### config.mk
export PLATFORM = sky130hd
export DESIGN_NAME = home_directory
export DESIGN_NICKNAME = d
export VERILOG_FILES = /design/src/rtl/dirc_pkg.sv /design/src/rtl/dirc_store.sv /design/src/rtl/dirc_acks.sv /design/src/rtl/home_directory.sv
export SDC_FILE = /design/constraint.sdc
export NUM_CORES = 1
export LEC_CHECK = 0
export BUFFER_PORTS_ARGS = -buffer_cell sky130_fd_sc_hd__buf_2
export CAP_MARGIN = 5
export CORE_AREA = 3 3 152 154
export CTS_CLUSTER_SIZE = 25
export DETAILED_ROUTE_END_ITERATION = 16
export DIE_AREA = 0 0 155 157
export MAX_ROUTING_LAYER = met4
export PLACE_DENSITY = 0.81
export SKIP_LAST_GASP = 1
export SYNTH_ARGS = -nofsm -noshare
export SYNTH_HDL_FRONTEND = slang
export SYNTH_SLANG_ARGS = --single-unit
### constraint.sdc
create_clock -name clk -period 5.1 [get_ports clk]
set_input_delay 1.02 -clock clk [delete_from_list [all_inputs] [get_ports clk]]
set_output_delay 1.02 -clock clk [all_outputs]
set_load 0.1 [all_outputs]
### src/rtl/dirc_pkg.sv
package dirc_pkg;
    typedef enum logic [1:0] {
        ST_IDLE     = 2'd0,
        ST_INV_WAIT = 2'd1,
        ST_FWD_WAIT = 2'd2
    } dir_state_e;
endpackage

### src/rtl/dirc_store.sv
module dirc_store #(
    parameter int unsigned NPROC = 8,
    parameter int unsigned NBLK  = 16,
    localparam int unsigned IDW  = $clog2(NPROC),
    localparam int unsigned BW   = $clog2(NBLK)
) (
    input  logic             clk,
    input  logic             rst_n,
    input  logic [BW-1:0]    rd_blk,
    output logic [NPROC-1:0] rd_pres,
    output logic             rd_dirty,
    output logic [IDW-1:0]   rd_owner,
    input  logic             we,
    input  logic [BW-1:0]    wr_blk,
    input  logic [NPROC-1:0] wr_pres,
    input  logic             wr_dirty,
    input  logic [IDW-1:0]   wr_owner
);
    logic [NPROC-1:0] pres_q  [NBLK];
    logic             dirty_q [NBLK];
    logic [IDW-1:0]   owner_q [NBLK];

    always_ff @(posedge clk) begin
        if (!rst_n) begin
            for (int i = 0; i < NBLK; i++) begin
                pres_q[i]  <= '0;
                dirty_q[i] <= 1'b0;
                owner_q[i] <= '0;
            end
        end else if (we) begin
            pres_q[wr_blk]  <= wr_pres;
            dirty_q[wr_blk] <= wr_dirty;
            owner_q[wr_blk] <= wr_owner;
        end
    end

    assign rd_pres  = pres_q[rd_blk];
    assign rd_dirty = dirty_q[rd_blk];
    assign rd_owner = owner_q[rd_blk];
endmodule

### src/rtl/dirc_acks.sv
module dirc_acks #(
    parameter int unsigned NPROC = 8,
    localparam int unsigned IDW  = $clog2(NPROC),
    localparam int unsigned CW   = $clog2(NPROC + 1)
) (
    input  logic             clk,
    input  logic             rst_n,
    input  logic             load,
    input  logic [NPROC-1:0] load_mask,
    input  logic             ack_valid,
    input  logic [IDW-1:0]   ack_id,
    output logic             last
);
    logic [NPROC-1:0] wait_q;
    logic [CW-1:0]    cnt_q;
    logic             hit;

    function automatic logic [CW-1:0] ones(input logic [NPROC-1:0] v);
        logic [CW-1:0] s;
        s = '0;
        for (int i = 0; i < NPROC; i++) s = s + CW'(v[i]);
        return s;
    endfunction

    assign hit  = ack_valid && wait_q[ack_id];
    assign last = hit && (cnt_q == CW'(1));

    always_ff @(posedge clk) begin
        if (!rst_n) begin
            wait_q <= '0;
            cnt_q  <= '0;
        end else if (load) begin
            wait_q <= load_mask;
            cnt_q  <= ones(load_mask);
        end else if (hit) begin
            wait_q[ack_id] <= 1'b0;
            cnt_q          <= cnt_q - CW'(1);
        end
    end
endmodule

### src/rtl/home_directory.sv
module home_directory
    import dirc_pkg::*;
#(
    parameter int unsigned NPROC = 8,
    parameter int unsigned NBLK  = 16,
    localparam int unsigned IDW  = $clog2(NPROC),
    localparam int unsigned BW   = $clog2(NBLK)
) (
    input  logic             clk,
    input  logic             rst_n,
    input  logic             req_valid,
    output logic             req_ready,
    input  logic             req_write,
    input  logic [IDW-1:0]   req_id,
    input  logic [BW-1:0]    req_blk,
    output logic             req_nack,
    input  logic             ack_valid,
    input  logic [IDW-1:0]   ack_id,
    output logic             inv_valid,
    output logic [NPROC-1:0] inv_mask,
    output logic [BW-1:0]    inv_blk,
    output logic             fwd_valid,
    output logic [IDW-1:0]   fwd_owner,
    output logic [IDW-1:0]   fwd_req,
    output logic [BW-1:0]    fwd_blk,
    output logic             rsp_valid,
    output logic             rsp_write,
    output logic [IDW-1:0]   rsp_id,
    output logic [BW-1:0]    rsp_blk,
    output logic [NBLK-1:0]  blk_busy
);
    dir_state_e state_q, state_d;
    logic [BW-1:0]    pend_blk_q;
    logic [IDW-1:0]   pend_req_q, pend_owner_q;

    logic [NPROC-1:0] rd_pres, wr_pres, req_bit, others, load_mask;
    logic             rd_dirty, wr_dirty, we, inv_last;
    logic [IDW-1:0]   rd_owner, wr_owner;
    logic [BW-1:0]    wr_blk;
    logic             owner_other, needs_wait, busy_hit, fwd_done, done_now;
    logic             accept, go, start_wait, quick;

    dirc_store #(.NPROC(NPROC), .NBLK(NBLK)) u_store (
        .clk(clk), .rst_n(rst_n), .rd_blk(req_blk),
        .rd_pres(rd_pres), .rd_dirty(rd_dirty), .rd_owner(rd_owner),
        .we(we), .wr_blk(wr_blk), .wr_pres(wr_pres),
        .wr_dirty(wr_dirty), .wr_owner(wr_owner)
    );

    dirc_acks #(.NPROC(NPROC)) u_acks (
        .clk(clk), .rst_n(rst_n), .load(start_wait && req_write),
        .load_mask(load_mask), .ack_valid(ack_valid && state_q == ST_INV_WAIT),
        .ack_id(ack_id), .last(inv_last)
    );

    // request classification
    assign req_bit     = NPROC'(1) << req_id;
    assign others      = rd_pres & ~req_bit;
    assign owner_other = rd_dirty && (rd_owner != req_id);
    assign needs_wait  = req_write ? (rd_dirty ? owner_other : |others) : owner_other;
    assign load_mask   = rd_dirty ? (NPROC'(1) << rd_owner) : others;
    assign busy_hit    = (state_q != ST_IDLE) && (pend_blk_q == req_blk);
    assign fwd_done    = (state_q == ST_FWD_WAIT) && ack_valid && (ack_id == pend_owner_q);
    assign done_now    = ((state_q == ST_INV_WAIT) && inv_last) || fwd_done;

    assign req_ready   = !done_now && ((state_q == ST_IDLE) || busy_hit || !needs_wait);
    assign accept      = req_valid && req_ready;
    assign req_nack    = accept && busy_hit;
    assign go          = accept && !busy_hit;
    assign start_wait  = go && needs_wait;
    assign quick       = go && !needs_wait;

    // next state
    always_comb begin
        state_d = state_q;
        unique case (state_q)
            ST_IDLE:     if (start_wait) state_d = req_write ? ST_INV_WAIT : ST_FWD_WAIT;
            ST_INV_WAIT: if (done_now)   state_d = ST_IDLE;
            ST_FWD_WAIT: if (done_now)   state_d = ST_IDLE;
            default:                     state_d = ST_IDLE;
        endcase
    end

    // record update
    always_comb begin
        we       = 1'b0;
        wr_blk   = req_blk;
        wr_pres  = rd_pres;
        wr_dirty = rd_dirty;
        wr_owner = rd_owner;
        if (done_now) begin
            we     = 1'b1;
            wr_blk = pend_blk_q;
            if (state_q == ST_INV_WAIT) begin
                wr_pres  = '0;
                wr_dirty = 1'b1;
                wr_owner = pend_req_q;
            end else begin
                wr_pres  = (NPROC'(1) << pend_owner_q) | (NPROC'(1) << pend_req_q);
                wr_dirty = 1'b0;
                wr_owner = '0;
            end
        end else if (quick && !rd_dirty) begin
            we = 1'b1;
            if (req_write) begin
                wr_pres  = '0;
                wr_dirty = 1'b1;
                wr_owner = req_id;
            end else begin
                wr_pres  = rd_pres | req_bit;
            end
        end
    end

    // state register
    always_ff @(posedge clk) begin
        if (!rst_n) begin
            state_q      <= ST_IDLE;
            pend_blk_q   <= '0;
            pend_req_q   <= '0;
            pend_owner_q <= '0;
        end else begin
            state_q <= state_d;
            if (start_wait) begin
                pend_blk_q   <= req_blk;
                pend_req_q   <= req_id;
                pend_owner_q <= rd_owner;
            end
        end
    end

    // registered messages and grants
    always_ff @(posedge clk) begin
        if (!rst_n) begin
            inv_valid <= 1'b0; inv_mask  <= '0; inv_blk <= '0;
            fwd_valid <= 1'b0; fwd_owner <= '0; fwd_req <= '0; fwd_blk <= '0;
            rsp_valid <= 1'b0; rsp_write <= 1'b0; rsp_id <= '0; rsp_blk <= '0;
        end else begin
            inv_valid <= start_wait && req_write;
            inv_mask  <= load_mask;
            inv_blk   <= req_blk;
            fwd_valid <= start_wait && !req_write;
            fwd_owner <= rd_owner;
            fwd_req   <= req_id;
            fwd_blk   <= req_blk;
            rsp_valid <= done_now || quick;
            rsp_write <= done_now ? (state_q == ST_INV_WAIT) : req_write;
            rsp_id    <= done_now ? pend_req_q : req_id;
            rsp_blk   <= done_now ? pend_blk_q : req_blk;
        end
    end

    for (genvar b = 0; b < NBLK; b++) begin : g_busy
        assign blk_busy[b] = (state_q != ST_IDLE) && (pend_blk_q == BW'(b));
    end
endmodule

* After elaboration in Yosys (flattened, before gate mapping) *
Memories as Yosys holds them, arrays and structs flattened.
Index checks and enable logic that the tools add are counted.

operators by class
  $add $sub $neg = 8
  multipliers = 0
  div/mod/pow operators = 0
  magnitude comparators = 2
  eq/ne operators = 23
  shift operators = 4
  mux-type cells = 45
  bitwise logic cells = 6
  reductions and logical operators = 53

operators with widths
  operator             number
  $mux 8               8
  $logic_and 1x1->1    34
  $eq 4x4->1 const B   8
  $shl 1x3->8 const A  4
  $add 4x1->4          6
  $mux 4               6
  $mux 1               19
  $mux 3               6
  $and 8x8->8          2
  $eq 4x3->1 const B   4
  $not 8->8            2
  $or 8x8->8           2
  $reduce_or 8->1      2
  $eq 4x1->1 const B   2
  $eq 4x2->1 const B   2
  $mux 2               3
  $logic_not 1->1      5
  $eq 4x4->1           1
  $logic_not 4->1      1
  $logic_or 1x1->1     4
  $lt 3x4->1 const B   1
  $pmux 2 s2           1
  $reduce_bool 2->1    2
  $sub 4x1->4 const B  1
  other kinds (15)     15

word-level totals
  register bits after elaboration = 53
  latch bits = 0
  memory bits (writable) = 192
  bits in read-only memories = 0
  bits of input ports = 15
  output and inout port bits = 51
  logic and storage cells = 160
  memories = 3

memory list
  memory           words  width  read ports  clocked after memory_dff  wr ports  RTL line          text
  u_store.pres_q   16     8      1           0                         16        dirc_store.sv:19  logic [NPROC-1:0] pres_q [NBLK];
  u_store.owner_q  16     3      1           0                         16        dirc_store.sv:21  logic [IDW-1:0] owner_q [NBLK];
  u_store.dirty_q  16     1      1           0                         16        dirc_store.sv:20  logic dirty_q [NBLK];

* Longest topological paths before layout *
Gate-level depths: netlist of run 1.

  depth after elaboration = 20
  gate-level depth with buffers = 19
  depth with buffers taken out = 15

* Cells and area by module *
Synthesis of run 1 repeated with hierarchy kept, for this count alone.

second synthesis, totals
  cell total of the unflattened synthesis = 1014
  area, all modules = 12325.6 um^2

by module, submodules not included
  module          instances  cells each  area an instance (um^2)  sequential area each (um^2)
  dirc_store      1          598         8893.5                   5605.4
  home_directory  1          309         2536.2                   820.8
  dirc_acks       1          107         895.9                    240.2

* Worst setup path before layout of run 1 *
OpenSTA, ideal clock, no wires.

  path kind = input -> output
  start point = input ack_id[2]
  end point = output req_nack
  arrival time = 4611 ps
  data required time = 4080 ps
  path slack = -531 ps
  stages = 7
  path buffers = 2
  cell sequence = clkbuf_1 -> mux2i_1 -> o311ai_0 -> o211ai_1 -> nand2_1 -> clkbuf_1 -> nor3_1

on the way
  cells in the longest elaborated chain, start to end = 10
  elaborated cells on any way between the ends = 12
  those cells by class = 1 x eq/ne; 2 x mux; 9 x reduce/logical

RTL lines
  element                       RTL line              text
  from (decl)                   home_directory.sv:18  input logic [IDW-1:0] ack_id,
  $bmux 1 s3                    dirc_acks.sv:25       assign hit = ack_valid && wait_q[ack_id];
  $mux 1 (not written as such)  dirc_acks.sv:25
  $logic_and 1x1->1             dirc_acks.sv:25
  $logic_and 1x1->1             dirc_acks.sv:26       assign last = hit && (cnt_q == CW'(1));
  $logic_and 1x1->1             home_directory.sv:64  assign done_now = ((state_q == ST_INV_WAIT) && inv_last) || fwd_done;
  $logic_or 1x1->1 (*)          home_directory.sv:64
  $logic_not 1->1 (*)           home_directory.sv:66  assign req_ready = !done_now && ((state_q == ST_IDLE) || busy_hit || !needs_wait);
  $logic_and 1x1->1 (*)         home_directory.sv:66
  $logic_and 1x1->1 (*)         home_directory.sv:67  assign accept = req_valid && req_ready;
  $logic_and 1x1->1 (*)         home_directory.sv:68  assign req_nack = accept && busy_hit;
  to (decl)                     home_directory.sv:16  output logic req_nack,

Mark *: on every way between the ends. The rest lies on a longest branch, timed or not. The select of a mux whose other input is x is not followed.

* Final worst setup path of run 1 *
  start point = input req_blk[2]
  end point = output req_ready

on the way
  cells in the longest elaborated chain, start to end = 8
  elaborated cells on any way between the ends = 15
  those cells by class = 2 x eq/ne; 2 x mux; 1 x bitwise; 7 x reduce/logical; 3 x memory

RTL lines
  element                                                      RTL line                                    text
  from (decl)                                                  home_directory.sv:15                        input logic [BW-1:0] req_blk,
  $mem_v2 16x8 / $mem_v2 16x3 (equally long branches)          --
  $and 8x8->8 / $ne 3x3->1 (equally long branches)             home_directory.sv:58, home_directory.sv:59
  $reduce_or 8->1 / $logic_and 1x1->1 (equally long branches)  home_directory.sv:60, home_directory.sv:59
  $mux 1 (2 in series)                                         home_directory.sv:60                        assign needs_wait = req_write ? (rd_dirty ? owner_other : |others) : owner_other;
  $logic_not 1->1                                              home_directory.sv:66
  $logic_or 1x1->1 (*)                                         home_directory.sv:66
  $logic_and 1x1->1 (*)                                        home_directory.sv:66
  to (decl)                                                    home_directory.sv:12                        output logic req_ready,

Mark *: on every way between the ends. The rest lies on a longest branch, timed or not.

==> metrics.md, run 1 <==
| Metric | Value |
|---|---|
| Setup crit start kind | input pin |
| Antenna-violating nets left | 0 |
| Setup TNS | 0 ns |
| Final worst-path cycle share | 98.2% |
| Final Util | 65.1% |
| Synth warn | 0 |
| Syn_area_per_cell | 12.0 µm² |
| Synth top area cells | edfxtp_1 (44%), dfxtp_1 (11%), mux4_2 (9.6%) |
| Layout net count | 1138 |
| Number of synthesized register bits | 245 |
| Area of the core | 21800 µm² |
| Clock transition at path regs | 0.06 ns |
| Total track usage | 26.9% |
| Main combinational cell family by area after synthesis | simple AND/OR/NAND/NOR gates |
| Maximum vdd drop | 0.308 mV |
| Adder-cell share of the synthesized area | 1.50% |
| Final setup margin | 0.0907 ns |
| WL per Instance | 22.6 µm |
| Number of gates resized after CTS | 0 |
| Post-synthesis cell count | 1002 |
| Crit. End Element | output pin |
| Vias | 8578 |
| Max Slew Vio Count | 0 |
| Placed Area | 13200 µm² |
| Clock root buffer master | clkbuf_16 |
| Yosys cell types | 72 |
| Multi-input logic area | 4850 µm² |
| Worst Tran Pin Value | 0.854 ns |
| Top FF cell, synth | edfxtp_1 |
| Die X | 155 µm |
| Sequential share of power | 43.1% |
| Clock sinks | 245 |
| Syn Std Cell Area | 12000 µm² |
| Crit-path max FO | 16 |
| Power Dens Cells | 369 nW/µm² |
| Largest net degree at the start of global routing | 37 |
| Cell-internal power | 3.85 mW |
| Design Power | 5.23 mW |
| Combinational Power Share | 15.8% |
| Post-CTS Setup Inserts | 0 |
| Synth Net Count | 1029 |
| Hold Vio Cnt, Final | 0 |
| Pre-antenna DRT Iters | 5 |
| Layout cells sized above 1 | 27.3% |
| WHS | 0.469 ns |
| Reg area | 6670 µm² |
| Top cell type by total area after synthesis | edfxtp_1 |
| DR iter-0 viols | 900 |
| CTS max path bufs | 3 |
| Place WS | -0.271 ns |
| Max Freq | 200 MHz |
| Post-route insts no fill | 1411 |
| Min cycle time layout | 5.01 ns |
| Total wire length | 31.9 mm |
| Initial antenna violation count | 0 |
| Final RePlAce weighted congestion | 0.953 |
| Number of global-route vias before repair | 8370 |
| Max_cap viols | 0 |
| Synth Area in Compound Gates | 6.17% |
| Buffers on Ports | 65 |
| Clk_skew | 0.0132 ns |
| Vias per cell | 6.08 |
| Clock Power Share | 41.1% |
| GRT Residual Overflow | 0 |
| Fillers | 1582 |
| P&R area growth vs syn | 18.1% |
| Post-placement cell count | 1363 |
| Sw Share | 26.4% |
| Critical path class | in -> out |
| Antenna Cells | 0 |
| Hold_buf cts | 0 |
| # H-tree levels | 1 |
| RSZ-0062 raised after global routing | false |
| Post-Synth Simple-Gate Area | 16.6% |
| Final Cell Area | 14200 µm² |
| Crit path required time | 4.08 ns |
| Multiplexer area fraction after synthesis | 14.8% |
| Row cnt | 54 |
| Clock buffer count from CTS | 26 |
| Status | finished clean |
| TritonCTS clock tree | done |
| Global-route wire length before repair | 48.9 mm |
| Seq/Total Area, Yosys | 55.5% |
| DRC violations left | 0 |
| Synth Area in XOR/XNOR | 1.02% |
| Worst-Skew Late Latency | 0.54 ns |
| Dpl hpwl | 22.5 mm |
| Post-synth EDFFs | 176 |
| Die footprint | 24300 µm² |
| Slew margin rel. | 43.1% |
| NetSw | 1.38 mW |
| Setup violations, final | 0 |
| Static Leakage | 5.57 nW |
| Initial Utilization | 55.1% |
| Die Y-Extent | 157 µm |
| CP arrival | 3.99 ns |
| Synth top area share | 44.0% |
| Asr flop ratio synth | 0% |
| Worst min-delay path class | reg -> reg |
| Io pins | 66 |
worst max-delay path: stages:
cell and delay [ns]:
buf_4 0.29, buf_12 0.17, buf_4 0.15, mux4_2 0.50, mux2i_1 0.37, o2bb2ai_1 0.20, nor4_2 0.40, a41o_1 0.32
a21o_1 0.17, o31a_1 0.19, buf_12 0.19
routing by layer:
metal | GRT usage (%) | part of all wire (%) | vias to the layer above
li1 | - | - | 3809
met1 | 34.5 | 38 | 4235
met2 | 43.8 | 49 | 456
met3 | 4.67 | 9.4 | 78
met4 | 9.55 | 3.9 | 0
met5 | - | 0 | -
placed cells by master (no fill, tap or decap), types with 12 or more instances in the layout:
cell	netlist	final
nor2b_1	49	49
nor3_1	14	13
nand3_1	22	22
and2_1	15	15
nor2_1	191	191
buf_2	17	63
clkbuf_16	0	27
mux2i_1	49	48
inv_1	20	20
buf_4	10	94
a21oi_1	23	23
o21ai_0	12	12
edfxtp_1	176	176
mux4_2	51	51
dfxtp_1	69	69
nand2_1	74	73
flip-flops by register name, indices dropped and copies added (netlist names), 2 cells and up:
signal / flops
state_q: 2
fwd_blk: 4
fwd_owner: 3
u_store.pres_q: 128
u_acks.cnt_q: 4
pend_req_q: 3
inv_mask: 8
pend_blk_q: 4
rsp_blk: 4
pend_owner_q: 3
u_store.owner_q: 48
u_store.dirty_q: 16
rsp_id: 3
u_acks.wait_q: 8
fwd_req: 3
final timing paths:
kind,start,endpoint,slack (ns),depth (start not counted)
max reg2reg,u_store.dirty_q[7]$_DFF_P_,u_acks.cnt_q[1]$_SDFFE_PN0P_,0.74,11
min,u_store.dirty_q[15]$_DFF_P_,u_store.dirty_q[15]$_DFF_P_,0.47,2
max,req_blk[2],req_ready,0.09,11
min reg2reg,u_store.dirty_q[15]$_DFF_P_,u_store.dirty_q[15]$_DFF_P_,0.47,2
area by class of cell:
class / count / share of cell area [%]
inverter: 21 / 0.555
clock inverter: 16 / 1.94
timing repair buffer: 168 / 8.74
clock buffer: 32 / 5.17
tap: 280 / 2.47
multi-input combinational: 649 / 34.2
sequential: 245 / 47.0
synth_stat cells, types with 5 or more instances:
master    number
nor2b_1       49
o21ai_0       12
buf_6         10
nand2b_1      10
nand3b_1       7
inv_1         20
buf_1          5
buf_2         17
mux2_2        12
buf_4         10
and2_1        15
nor2_1       191
xor2_1        10
mux4_2        51
nand3_1       22
edfxtp_1     176
o211ai_1       5
mux2i_1       49
a21oi_1       23
ha_1           8
o21a_1         6
or3_4          8
nand2_1       74
clkbuf_1      45
dfxtp_1       69
nor3_1        14
cell families after synthesis:
kind of cell,Yosys count
AOI/OAI and AO/OA,94
and+or+nand+nor,417
xor gates and xnor gates,14
adders and majority gates,12
buffers and inverters,108
DFF,245
muxes,112
power groups by stage:
stage,registers [mW],logic [mW],clock network (mW)
after floorplan,2.37,0.468,0
after global placement,2.29,0.799,0
after detailed placement,2.30,0.810,0
after CTS,2.25,0.822,2.18
after global routing,2.26,0.872,2.25
final,2.25,0.826,2.15
Power figures use the tool's default switching activity.
==> inputs of run 2 (changes only) <==
--- a/config.mk
+++ b/config.mk
@@ -12,7 +12,7 @@
 export DETAILED_ROUTE_END_ITERATION = 16
 export DIE_AREA = 0 0 155 157
 export MAX_ROUTING_LAYER = met4
-export PLACE_DENSITY = 0.81
+export PLACE_DENSITY = 0.72
 export SKIP_LAST_GASP = 1
 export SYNTH_ARGS = -nofsm -noshare
 export SYNTH_HDL_FRONTEND = slang
==> constraint.sdc (replaced) <==
create_clock -name clk -period 5 [get_ports clk]
set_input_delay 1 -clock clk [delete_from_list [all_inputs] [get_ports clk]]
set_output_delay 1 -clock clk [all_outputs]
set_load 0.05 [all_outputs]
==> run 2 against run 1 <==
Cell count grew 1.6%. First-iteration DRC count grew 5.8%. Critical path depth is the same. Die area is the same. Flip-flop and latch count is the same. Total power shrank 3.2%. Core utilization grew 0.24 points. Register-to-register slack lost 0.09 ns. Setup slack lost 0.033 ns. Largest cell class unchanged.
==> metrics.md, run 2 (same netlist as run 1, synthesis figures left out) <==
| Metric | Value |
|---|---|
| R2R depth | 14 (was 11) |
| Max_cap viols | 0 (unchanged) |
| DR iter-0 viols | 952 (was 900) |
| Layout net count | 1159 (was 1138) |
| Vias per cell | 5.90 (was 6.08) |
| Crit. End Element | output pin (unchanged) |
| Status | finished clean (unchanged) |
| Global-route wire length before repair | 48.9 mm (about the same) |
| Most flops, register | u_store.pres_q (unchanged) |
| Setup crit start kind | input pin (unchanged) |
| Initial antenna violation count | 1 (was 0) |
| CTS max path bufs | 3 (unchanged) |
| Final worst-path cycle share | 98.9% |
| TritonCTS clock tree | done (unchanged) |
| Max Slew Vio Count | 0 (unchanged) |
| Die footprint | 24300 µm² (unchanged) |
| Die Y-Extent | 157 µm (unchanged) |
| Final RePlAce weighted congestion | 0.933 (was 0.953) |
| Pre-antenna DRT Iters | 5 (unchanged) |
| Hold_buf cts | 0 (unchanged) |
| Initial Utilization | 55.1% (unchanged) |
| Total track usage | 27.1% (was 26.9%) |
| Met2 WL | 15.0 mm (was 15.6 mm) |
| Static Leakage | 5.61 nW (was 5.57 nW) |
| Multi-input logic area | 4860 µm² (was 4850 µm²) |
| Min cycle time layout | 4.94 ns |
| WL per Instance | 22.3 µm (was 22.6 µm) |
| Setup TNS | 0 ns (unchanged) |
| GRT Residual Overflow | 0 (unchanged) |
| Number of global-route vias before repair | 8246 (was 8370) |
| CP arrival | 3.94 ns (was 3.99 ns) |
| Maximum vdd drop | 0.272 mV (was 0.308 mV) |
| Setup violations, final | 0 (unchanged) |
| Row cnt | 54 (unchanged) |
| Clock transition at path regs | 0.06 ns (about the same) |
| Hold path depth | 2 (unchanged) |
| Die X | 155 µm (unchanged) |
| Clock buffer count from CTS | 26 (unchanged) |
| Hold path startpoint | u_store.dirty_q[8]$_DFF_P_ (was u_store.dirty_q[15]$_DFF_P_) |
| Buffers on Ports | 65 (unchanged) |
| Worst min-delay path class | reg -> reg (unchanged) |
| Top sig layer | met4 (unchanged) |
| DRT met1 WL | 12.9 mm (was 12.1 mm) |
| Commonest cells after routing, fill and taps aside | nor2_1 (191), edfxtp_1 (176), buf_4 (114) (was nor2_1 (191), edfxtp_1 (176), buf_4 (94)) |
| Crit path required time | 4.00 ns (was 4.08 ns) |
| Hold Vio Cnt, Final | 0 (unchanged) |
| Biggest regs | u_store.pres_q (128), u_store.owner_q (48), u_store.dirty_q (16) (unchanged) |
| Design Power | 5.07 mW (was 5.23 mW) |
| CP startpoint | req_blk[2] (unchanged) |
| Power Dens Cells | 356 nW/µm² (was 369 nW/µm²) |
| Clock sinks | 245 (unchanged) |
| Vias | 8467 (was 8578) |
| Worst-Skew Late Latency | 0.53 ns (was 0.54 ns) |
| Clk_skew | 0.0185 ns (was 0.0132 ns) |
| P&R area growth vs syn | 18.6% (was 18.1%) |
| # H-tree levels | 1 (unchanged) |
| Fillers | 1647 (was 1582) |
| Crit-path max FO | 11 (was 16) |
| Reg2reg start | u_store.owner_q[11][1]$_SDFFCE_PN0P_ (was u_store.dirty_q[7]$_DFF_P_) |
| Worst Tran Pin Value | 0.769 ns (was 0.854 ns) |
| Max FFs per register | 128 (unchanged) |
| Io pins | 66 (unchanged) |
| Largest net degree at the start of global routing | 42 (was 37) |
| Critical path class | in -> out (unchanged) |
| Layout cells sized above 1 | 28.0% (was 27.3%) |
| Reg area | 6670 µm² (unchanged) |
| Post-CTS Setup Inserts | 0 (unchanged) |
| DRC violations left | 0 (unchanged) |
| Worst R2R Setup Slack | 0.65 ns (was 0.74 ns) |
| WL met3 | 2.91 mm (was 3.01 mm) |
| Commonest non-fill, non-tap cell in the layout | nor2_1 (unchanged) |
| Total wire length | 31.9 mm (about the same) |
| Dpl hpwl | 22.7 mm (was 22.5 mm) |
| Max Freq | 202 MHz |
| RSZ-0062 raised after global routing | true (was false) |
| Clock root buffer master | clkbuf_16 (unchanged) |
| Antenna-violating nets left | 0 (unchanged) |
| Hold EP | u_store.dirty_q[8]$_DFF_P_ (was u_store.dirty_q[15]$_DFF_P_) |
| R2r endpoint | u_acks.cnt_q[1]$_SDFFE_PN0P_ (unchanged) |
| Area of the core | 21800 µm² (unchanged) |
| Slew margin rel. | 48.5% (was 43.1%) |
-- run 2: cell types whose count changed in the layout (fill, tap and decap cells not counted), sizes merged --
cell | previous run | this run
clkinv | 7 | 8
bufinv | 6 | 4
inv | 22 | 21
buf | 168 | 188
diode | 0 | 2
clkbuf | 32 | 35
-- run 2: worst max path at each step --
stage                              endpoint  slack, ns  cells past startpoint
2_1_floorplan  u_acks.cnt_q[2]$_SDFFE_PN0P_      -0.16                     18
6_report                          req_ready       0.06                     11
3_3_place_gp   u_acks.cnt_q[1]$_SDFFE_PN0P_      -0.24                     16
4_1_cts                           req_ready       0.01                     12
5_1_grt                           req_ready      -0.01                     11
3_5_place_dp   u_acks.cnt_q[1]$_SDFFE_PN0P_      -0.31                     16
-- run 2: layout make-up --
cell class                      count  share of cell area, %
Sequential cell                   245                   46.8
Multi-Input combinational cell    649                   34.1
Timing Repair Buffer              189                   9.82
Clock buffer                       34                   5.00
Tap cell                          280                   2.46
Clock inverter                     14                   1.22
Inverter                           21                  0.553
Antenna cell                        2                 0.0351
-- run 2: what timing repair did --
item / CTS / global route
pin swaps: 0 / 1
gates resized for setup: 1 / 3
setup endpoints to repair: 1 / 2
gates cloned: 0 / 0
-- run 2: power by group --
group          switching (mW)  internal (mW)
sequential             0.0427           2.26
combinational           0.472          0.321
clock                   0.768           1.21
-- run 2: metal layers --
metal	GRT usage [%]	up-vias
li1	-	3860
met1	36.4	4107
met2	42.5	426
met3	4.59	74
met4	9.38	0
met5	-	-
-- run 2: stage by stage --
| step | hold WS, ns | worst slack (ns) | std cells | utilization (%) | instance area [µm²] |
|---|---|---|---|---|---|
| after floorplan | 0.435 | -0.159 | 1002 | - | 12100 |
| after global placement | 0.444 | -0.244 | 1384 | 61.1 | 13300 |
| final | 0.463 | 0.0574 | 1434 | 65.3 | 14200 |
| after detailed placement | 0.454 | -0.305 | 1384 | 61.1 | 13300 |
| after CTS | 0.464 | 0.0139 | 1432 | 65.2 | 14200 |
| after global routing | 0.485 | -0.0139 | 1433 | 65.3 | 14200 |
-- run 2: worst max-delay path: stages --
cell and delay [ns]:
buf_4 0.23, buf_4 0.23, buf_4 0.21, mux4_2 0.52, mux2_2 0.31, o2bb2ai_1 0.21
nor4_2 0.40, a41o_1 0.28, a21o_1 0.17, o31a_1 0.14, clkbuf_4 0.23
